### src/rtl/sram_ctl_pkg.sv
package sram_ctl_pkg;

  localparam int DQ_W   = 16;
  localparam int LANE_W = 8;
  localparam int LANES  = DQ_W / LANE_W;

  typedef enum logic [2:0] {
    ST_IDLE,
    ST_RD_ACC,
    ST_WR_SETUP,
    ST_WR_PULSE,
    ST_WR_HOLD,
    ST_TURN
  } ctl_state_e;

  // ceiling of ns / period, never below one cycle
  function automatic int cyc_from_ns(input int ns, input int period);
    int c;
    c = (ns + period - 1) / period;
    if (c < 1) c = 1;
    return c;
  endfunction

  function automatic int imax(input int a, input int b);
    return (a > b) ? a : b;
  endfunction

endpackage

### src/rtl/sram_phase_timer.sv
module sram_phase_timer #(
  parameter int CNT_W = 3
) (
  input  logic             clk,
  input  logic             rst_n,
  input  logic             load,
  input  logic [CNT_W-1:0] load_val,
  output logic             expired
);

  logic [CNT_W-1:0] cnt_q;
  logic [CNT_W-1:0] cnt_d;

  always_comb begin
    cnt_d = cnt_q;
    if (load)
      cnt_d = load_val - CNT_W'(1);
    else if (cnt_q != '0)
      cnt_d = cnt_q - CNT_W'(1);
  end

  always_ff @(posedge clk or negedge rst_n) begin
    if (!rst_n) cnt_q <= '0;
    else        cnt_q <= cnt_d;
  end

  assign expired = (cnt_q == '0);


  load_nonzero_chk: assert property (@(posedge clk) disable iff (!rst_n)
    load |-> (load_val != '0));

endmodule

### src/rtl/sram_rd_capture.sv
module sram_rd_capture
  import sram_ctl_pkg::*;
(
  input  logic             clk,
  input  logic             rst_n,
  input  logic             capture,
  input  logic [LANES-1:0] lane_en,
  input  logic [DQ_W-1:0]  dq_in,
  output logic [DQ_W-1:0]  rd_data,
  output logic             rd_valid
);

  for (genvar g = 0; g < LANES; g++) begin : g_lane
    logic [LANE_W-1:0] lane_q;
    always_ff @(posedge clk or negedge rst_n) begin
      if (!rst_n)
        lane_q <= '0;
      else if (capture)
        lane_q <= lane_en[g] ? dq_in[g*LANE_W +: LANE_W] : '0;
    end
    assign rd_data[g*LANE_W +: LANE_W] = lane_q;
  end

  always_ff @(posedge clk or negedge rst_n) begin
    if (!rst_n) rd_valid <= 1'b0;
    else        rd_valid <= capture;
  end


  valid_pulse_chk: assert property (@(posedge clk) disable iff (!rst_n)
    rd_valid |=> !rd_valid);

endmodule

### src/rtl/async_sram_ctrl.sv
module async_sram_ctrl
  import sram_ctl_pkg::*;
#(
  parameter int ADDR_W       = 18,
  parameter int CLK_NS       = 20,
  parameter int T_READ_NS    = 70,
  parameter int T_WPULSE_NS  = 55,
  parameter int T_ADDR_END_NS = 60,
  parameter int T_DSETUP_NS  = 30,
  parameter int T_WCYCLE_NS  = 70
) (
  input  logic              clk,
  input  logic              rst_n,
  input  logic              req_valid,
  output logic              req_ready,
  input  logic              req_write,
  input  logic [ADDR_W-1:0] req_addr,
  input  logic [15:0]       req_wdata,
  input  logic [1:0]        req_mask,
  output logic              rd_valid,
  output logic [15:0]       rd_data,
  output logic [ADDR_W-1:0] sram_addr,
  output logic              sram_ce_n,
  output logic              sram_we_n,
  output logic              sram_oe_n,
  output logic              sram_lb_n,
  output logic              sram_ub_n,
  output logic [15:0]       sram_dq_out,
  output logic              sram_dq_oe,
  input  logic [15:0]       sram_dq_in
);

  localparam int RD_CYC    = cyc_from_ns(T_READ_NS,     CLK_NS);
  localparam int WP_CYC    = cyc_from_ns(T_WPULSE_NS,   CLK_NS);
  localparam int AW_CYC    = cyc_from_ns(T_ADDR_END_NS, CLK_NS);
  localparam int DW_CYC    = cyc_from_ns(T_DSETUP_NS,   CLK_NS);
  localparam int WC_CYC    = cyc_from_ns(T_WCYCLE_NS,   CLK_NS);
  // one setup cycle precedes the pulse, so it counts toward address and cycle time
  localparam int PULSE_CYC = imax(imax(WP_CYC, DW_CYC), imax(AW_CYC - 1, WC_CYC - 1));
  localparam int CNT_W     = $clog2(imax(RD_CYC, PULSE_CYC) + 1);

  ctl_state_e        state_q, state_d;
  logic [ADDR_W-1:0] addr_q;
  logic [DQ_W-1:0]   wdata_q;
  logic [LANES-1:0]  mask_q, mask_nx;
  logic              accept;
  logic              tmr_load;
  logic [CNT_W-1:0]  tmr_val;
  logic              tmr_expired;
  logic              capture;
  logic              ce_n_d, we_n_d, oe_n_d, lb_n_d, ub_n_d, dq_oe_d, active_d;

  assign req_ready = (state_q == ST_IDLE);
  assign accept    = req_valid && req_ready;
  assign mask_nx   = accept ? req_mask : mask_q;

  // next-state and phase timer control
  always_comb begin
    state_d  = state_q;
    tmr_load = 1'b0;
    tmr_val  = CNT_W'(RD_CYC);
    capture  = 1'b0;
    unique case (state_q)
      ST_IDLE: begin
        if (accept) begin
          if (req_write) begin
            state_d = ST_WR_SETUP;
          end else begin
            state_d  = ST_RD_ACC;
            tmr_load = 1'b1;
            tmr_val  = CNT_W'(RD_CYC);
          end
        end
      end
      ST_RD_ACC: begin
        if (tmr_expired) begin
          state_d = ST_TURN;
          capture = 1'b1;
        end
      end
      ST_WR_SETUP: begin
        state_d  = ST_WR_PULSE;
        tmr_load = 1'b1;
        tmr_val  = CNT_W'(PULSE_CYC);
      end
      ST_WR_PULSE: begin
        if (tmr_expired) state_d = ST_WR_HOLD;
      end
      ST_WR_HOLD: state_d = ST_TURN;
      ST_TURN:    state_d = ST_IDLE;
      default:    state_d = ST_IDLE;
    endcase
  end

  // pin values for the coming cycle, decoded from the next state
  always_comb begin
    active_d = (state_d != ST_IDLE) && (state_d != ST_TURN);
    ce_n_d   = !active_d;
    oe_n_d   = (state_d != ST_RD_ACC);
    we_n_d   = (state_d != ST_WR_PULSE);
    lb_n_d   = !(active_d && mask_nx[0]);
    ub_n_d   = !(active_d && mask_nx[1]);
    dq_oe_d  = (state_d == ST_WR_PULSE) || (state_d == ST_WR_HOLD);
  end

  always_ff @(posedge clk or negedge rst_n) begin
    if (!rst_n) state_q <= ST_IDLE;
    else        state_q <= state_d;
  end

  // request capture, clock-enabled by accept
  always_ff @(posedge clk or negedge rst_n) begin
    if (!rst_n) begin
      addr_q  <= '0;
      wdata_q <= '0;
      mask_q  <= '0;
    end else if (accept) begin
      addr_q  <= req_addr;
      wdata_q <= req_wdata;
      mask_q  <= req_mask;
    end
  end

  // registered memory pins, glitch free
  always_ff @(posedge clk or negedge rst_n) begin
    if (!rst_n) begin
      sram_ce_n  <= 1'b1;
      sram_we_n  <= 1'b1;
      sram_oe_n  <= 1'b1;
      sram_lb_n  <= 1'b1;
      sram_ub_n  <= 1'b1;
      sram_dq_oe <= 1'b0;
    end else begin
      sram_ce_n  <= ce_n_d;
      sram_we_n  <= we_n_d;
      sram_oe_n  <= oe_n_d;
      sram_lb_n  <= lb_n_d;
      sram_ub_n  <= ub_n_d;
      sram_dq_oe <= dq_oe_d;
    end
  end

  assign sram_addr   = addr_q;
  assign sram_dq_out = wdata_q;

  sram_phase_timer #(.CNT_W(CNT_W)) u_timer (
    .clk      (clk),
    .rst_n    (rst_n),
    .load     (tmr_load),
    .load_val (tmr_val),
    .expired  (tmr_expired)
  );

  sram_rd_capture u_capture (
    .clk      (clk),
    .rst_n    (rst_n),
    .capture  (capture),
    .lane_en  (mask_q),
    .dq_in    (sram_dq_in),
    .rd_data  (rd_data),
    .rd_valid (rd_valid)
  );


  addr_hold_chk: assert property (@(posedge clk) disable iff (!rst_n)
    !$stable(sram_addr) |-> (sram_we_n && $past(sram_we_n)));


  write_oe_chk: assert property (@(posedge clk) disable iff (!rst_n)
    !sram_we_n |-> (sram_oe_n && !sram_ce_n));


  read_ctl_chk: assert property (@(posedge clk) disable iff (!rst_n)
    !sram_oe_n |-> (!sram_ce_n && sram_we_n));


  drv_window_chk: assert property (@(posedge clk) disable iff (!rst_n)
    sram_dq_oe |-> (!sram_we_n || !$past(sram_we_n)));


  idle_quiet_chk: assert property (@(posedge clk) disable iff (!rst_n)
    req_ready |-> (sram_ce_n && sram_lb_n && sram_ub_n && !sram_dq_oe));


  ce_gap_chk: assert property (@(posedge clk) disable iff (!rst_n)
    $rose(sram_ce_n) |=> sram_ce_n);

endmodule

### config.mk
export PLATFORM = sky130hd
export DESIGN_NAME = async_sram_ctrl
export DESIGN_NICKNAME = d
export VERILOG_FILES = /design/src/rtl/sram_ctl_pkg.sv /design/src/rtl/sram_phase_timer.sv /design/src/rtl/sram_rd_capture.sv /design/src/rtl/async_sram_ctrl.sv
export SDC_FILE = /design/constraint.sdc
export NUM_CORES = 1
export LEC_CHECK = 0
export ABC_AREA = 1
export BUFFER_PORTS_ARGS = -buffer_cell sky130_fd_sc_hd__clkbuf_2
export CORE_ASPECT_RATIO = 1.75
export CORE_MARGIN = 2
export CORE_UTILIZATION = 48
export DETAILED_ROUTE_END_ITERATION = 8
export GPL_TIMING_DRIVEN = 1
export HOLD_SLACK_MARGIN = 0.05
export PLACE_DENSITY = 0.87
export RECOVER_POWER = 100
export SYNTH_ARGS = -nofsm -noshare
export SYNTH_HDL_FRONTEND = slang
export SYNTH_HIERARCHICAL = 1
export SYNTH_SLANG_ARGS = --single-unit
### constraint.sdc
create_clock -name clk -period 2 [get_ports clk]
set_input_delay 0 -clock clk [delete_from_list [all_inputs] [get_ports clk]]
set_output_delay 0 -clock clk [all_outputs]
set_load 0.005 [all_outputs]
==> results.ini <==
[run_status]
status=finished, final reports clean

[cts]
clock-sinks=65
tritoncts=yes
clk_latency_ps=340
cts.path.max_buffers=2
htreeDepth=3
numCtsBuffers=9
clk_pin_slew_ps=70
root_buffer=clkbuf_8

[worst_setup_path]
endpoint=u_timer/cnt_q[2]
rrSetupSlack_ps=160
timing.rr.end=u_timer/cnt_q[2]
arrival_ps=2110
worstPathRequired_ps=2270
crit_type=flop to flop
ff2ff_path_depth=12
startpoint=state_q[2]
critPathLaunchType=flop
crit_path_max_fanout=7
crit_path_end_kind=flop
r2r-start=state_q[2]

[cells_and_area]
multi_input_area_um2=861
regArea_mm2=0.00163
n_antenna_cell=0
drive_above_1_share_pct=29.2
nFillCells=411
fin_nets=460
area_delta_synth_final_pct=44.8

[timing]
hold_viol_final=0
slew_viol_final=0
period_needed_ps=1840
slew_headroom_pct=12.0
skew_ps=7.18
max_slew.worst_pin.slew_ps=1320
max_freq_mhz=544
finalCritPeriodShare_pct=91.9
rsz0062_at_grt=false
setup_viol=0
finalSetupTns_ps=0

[synth]
syn_area_mm2=0.00278
yosysUniqueCellTypes=23
synthTopCellsByArea=dfrtp_1 (54%), mux2_4 (15%), nand2_1 (6.2%), dfstp_2 (4.7%), nand3_1 (4.7%)
syn_area_per_cell_um2=12.3
synth_top_area_share_pct=54.1
ys_seq_elements=65
syn_inst=226
syn_nets=283
synth_seq_area_share_pct=58.8
synth_top_area_cell=dfrtp_1
yosysWarnings=6

[die]
dieArea_mm2=0.00643
io_pins=114
die_y_um=105
fp.dieW_um=61.5
num_rows=36
core-area_mm2=0.00559
start_util_pct=49.7

[global_routing]
grt_max_degree=44
grt_pass1_vias=2594
grt_antenna_before_repair=0
grt-ovfl-total=0
grt.total_usage_pct=25.7
grt_pass1_wl_um=12000

[drt]
vias=2365
drt_iter0_markers=125
route.detailed.drc=0
ant_nets=0
post_drt_wl_per_cell_um=16.2
wl_um=7820
via_per_inst=4.89
dr.pass1.iters=4

[placement]
io_buffers=113
gp_congestion=0.798
hpwl_um=4670

[pwr]
leakagePower_uw=0.00202
ir_drop_mv=1.00
finalPower_uw=5760
powerDensity_mw_per_mm2=1430

[run]
max_cap_violations=0

[min_path]
hold_class=primary input to flop

## layer usage
metal / vias up / GRT usage, % / share of wire [%] / wire length (µm)
met4: 0 / 14.3 / 3.7 / 293
li1: 1088 / - / - / -
met5: - / 0 / 0 / 0
met2: 97 / 45.1 / 57 / 4430
met1: 1153 / 25.3 / 34 / 2670
met3: 27 / 7.05 / 5.5 / 428
## kinds of logic after synthesis
family | after synthesis | share of synthesized area, %
and+or+nand+nor | 94 | 16.1
DFF | 65 | 58.8
muxes | 34 | 17.6
buffers and inverters | 28 | 6.09
AOI/OAI and AO/OA | 4 | 0.992
adders and majority gates | 1 | 0.451
## repair_timing
| item | CTS | global route |
|---|---|---|
| hold buffers | 57 | 0 |
| setup endpoints to repair | 0 | 4 |
| hold endpoints to repair | 77 | 0 |
| gates resized for setup | 0 | 5 |
| buffers inserted | 0 | 1 |
## worst max-delay path, stage by stage (launching register included)
cell and delay (ps):
dfrtp_1 450, nor2_4 160, inv_1 70, nor2_2 140, inv_1 100, nand2_2 110, inv_2 90, nand2_1 80
o21ai_1 70, ha_1 230, inv_1 60, nand3_1 90, a21oi_2 120
## worst min-delay path by stage
stage | from | end | slack, ps | depth (start not counted)
2_1_floorplan | rst_n | mask_q[0] | -300 | 0
5_1_grt | req_valid | state_q[0] | 210 | 3
3_3_place_gp | rst_n | sram_addr[12] | 20 | 1
6_report | req_valid | state_q[0] | 180 | 3
3_5_place_dp | rst_n | sram_addr[12] | 40 | 1
4_1_cts | req_valid | state_q[0] | 120 | 3
## synthesized netlist by cell type
master,n
o21ai_0,1
inv_2,1
mux2_2,6
nand3_2,1
a21oi_1,1
nand4_1,2
dfstp_2,5
a21oi_2,1
buf_6,5
ha_1,1
nand2_2,11
nand3_1,26
dfrtp_1,60
o21ai_2,1
inv_1,18
mux2_4,28
buf_12,1
nor2_1,6
inv_8,1
nand2_1,46
nand3_4,1
buf_2,2
nor2_4,1
## layout by cell type, fill, tap and decap left out, drive strengths merged, types with 3 or more instances in the layout
| cell type | count |
|---|---|
| mux2 | 34 |
| buf | 3 |
| inv | 20 |
| nand3 | 28 |
| nor2 | 7 |
| dlygate4sd3 | 57 |
| clkbuf | 125 |
| nand2 | 57 |
| dfrtp | 60 |
| dfstp | 5 |
## state kept, by name (all words and copies together), names as in the netlist, 2 cells and up
signal and count:
mask_q 2, u_timer/cnt_q 3, sram_addr 18, sram_dq_out 16
u_capture/g_lane.lane_q 16, state_q 3
## power breakdown
part | internal (µW) | total [µW] | leakage, µW | switching (µW)
Sequential | 1960 | 2360 | 0.000793 | 395
Combinational | 971 | 2150 | 0.00112 | 1180
Clock | 765 | 1250 | 0.000115 | 486
## stage by stage
step	worst slack [ps]	hold slack, ps	std cells	area [µm²]	util (%)
detailed placement	8.36	41.2	410	3400	60.8
CTS	4.12	122	483	4200	75.1
finish	163	178	484	4020	72.0
floorplan	262	-296	226	2780	-
global route	27.2	212	484	4020	72.0
global placement	217	21.9	410	3400	60.8
## final cells by class
class | instances | area share (%)
clock buffer | 11 | 3.77
clock inverter | 5 | 1.93
inverter | 20 | 1.87
multi-input combinational | 133 | 21.4
sequential | 65 | 40.6
tap | 76 | 2.37
timing repair buffer | 174 | 28.0
No activity file was read; power rests on OpenSTA's default activity.
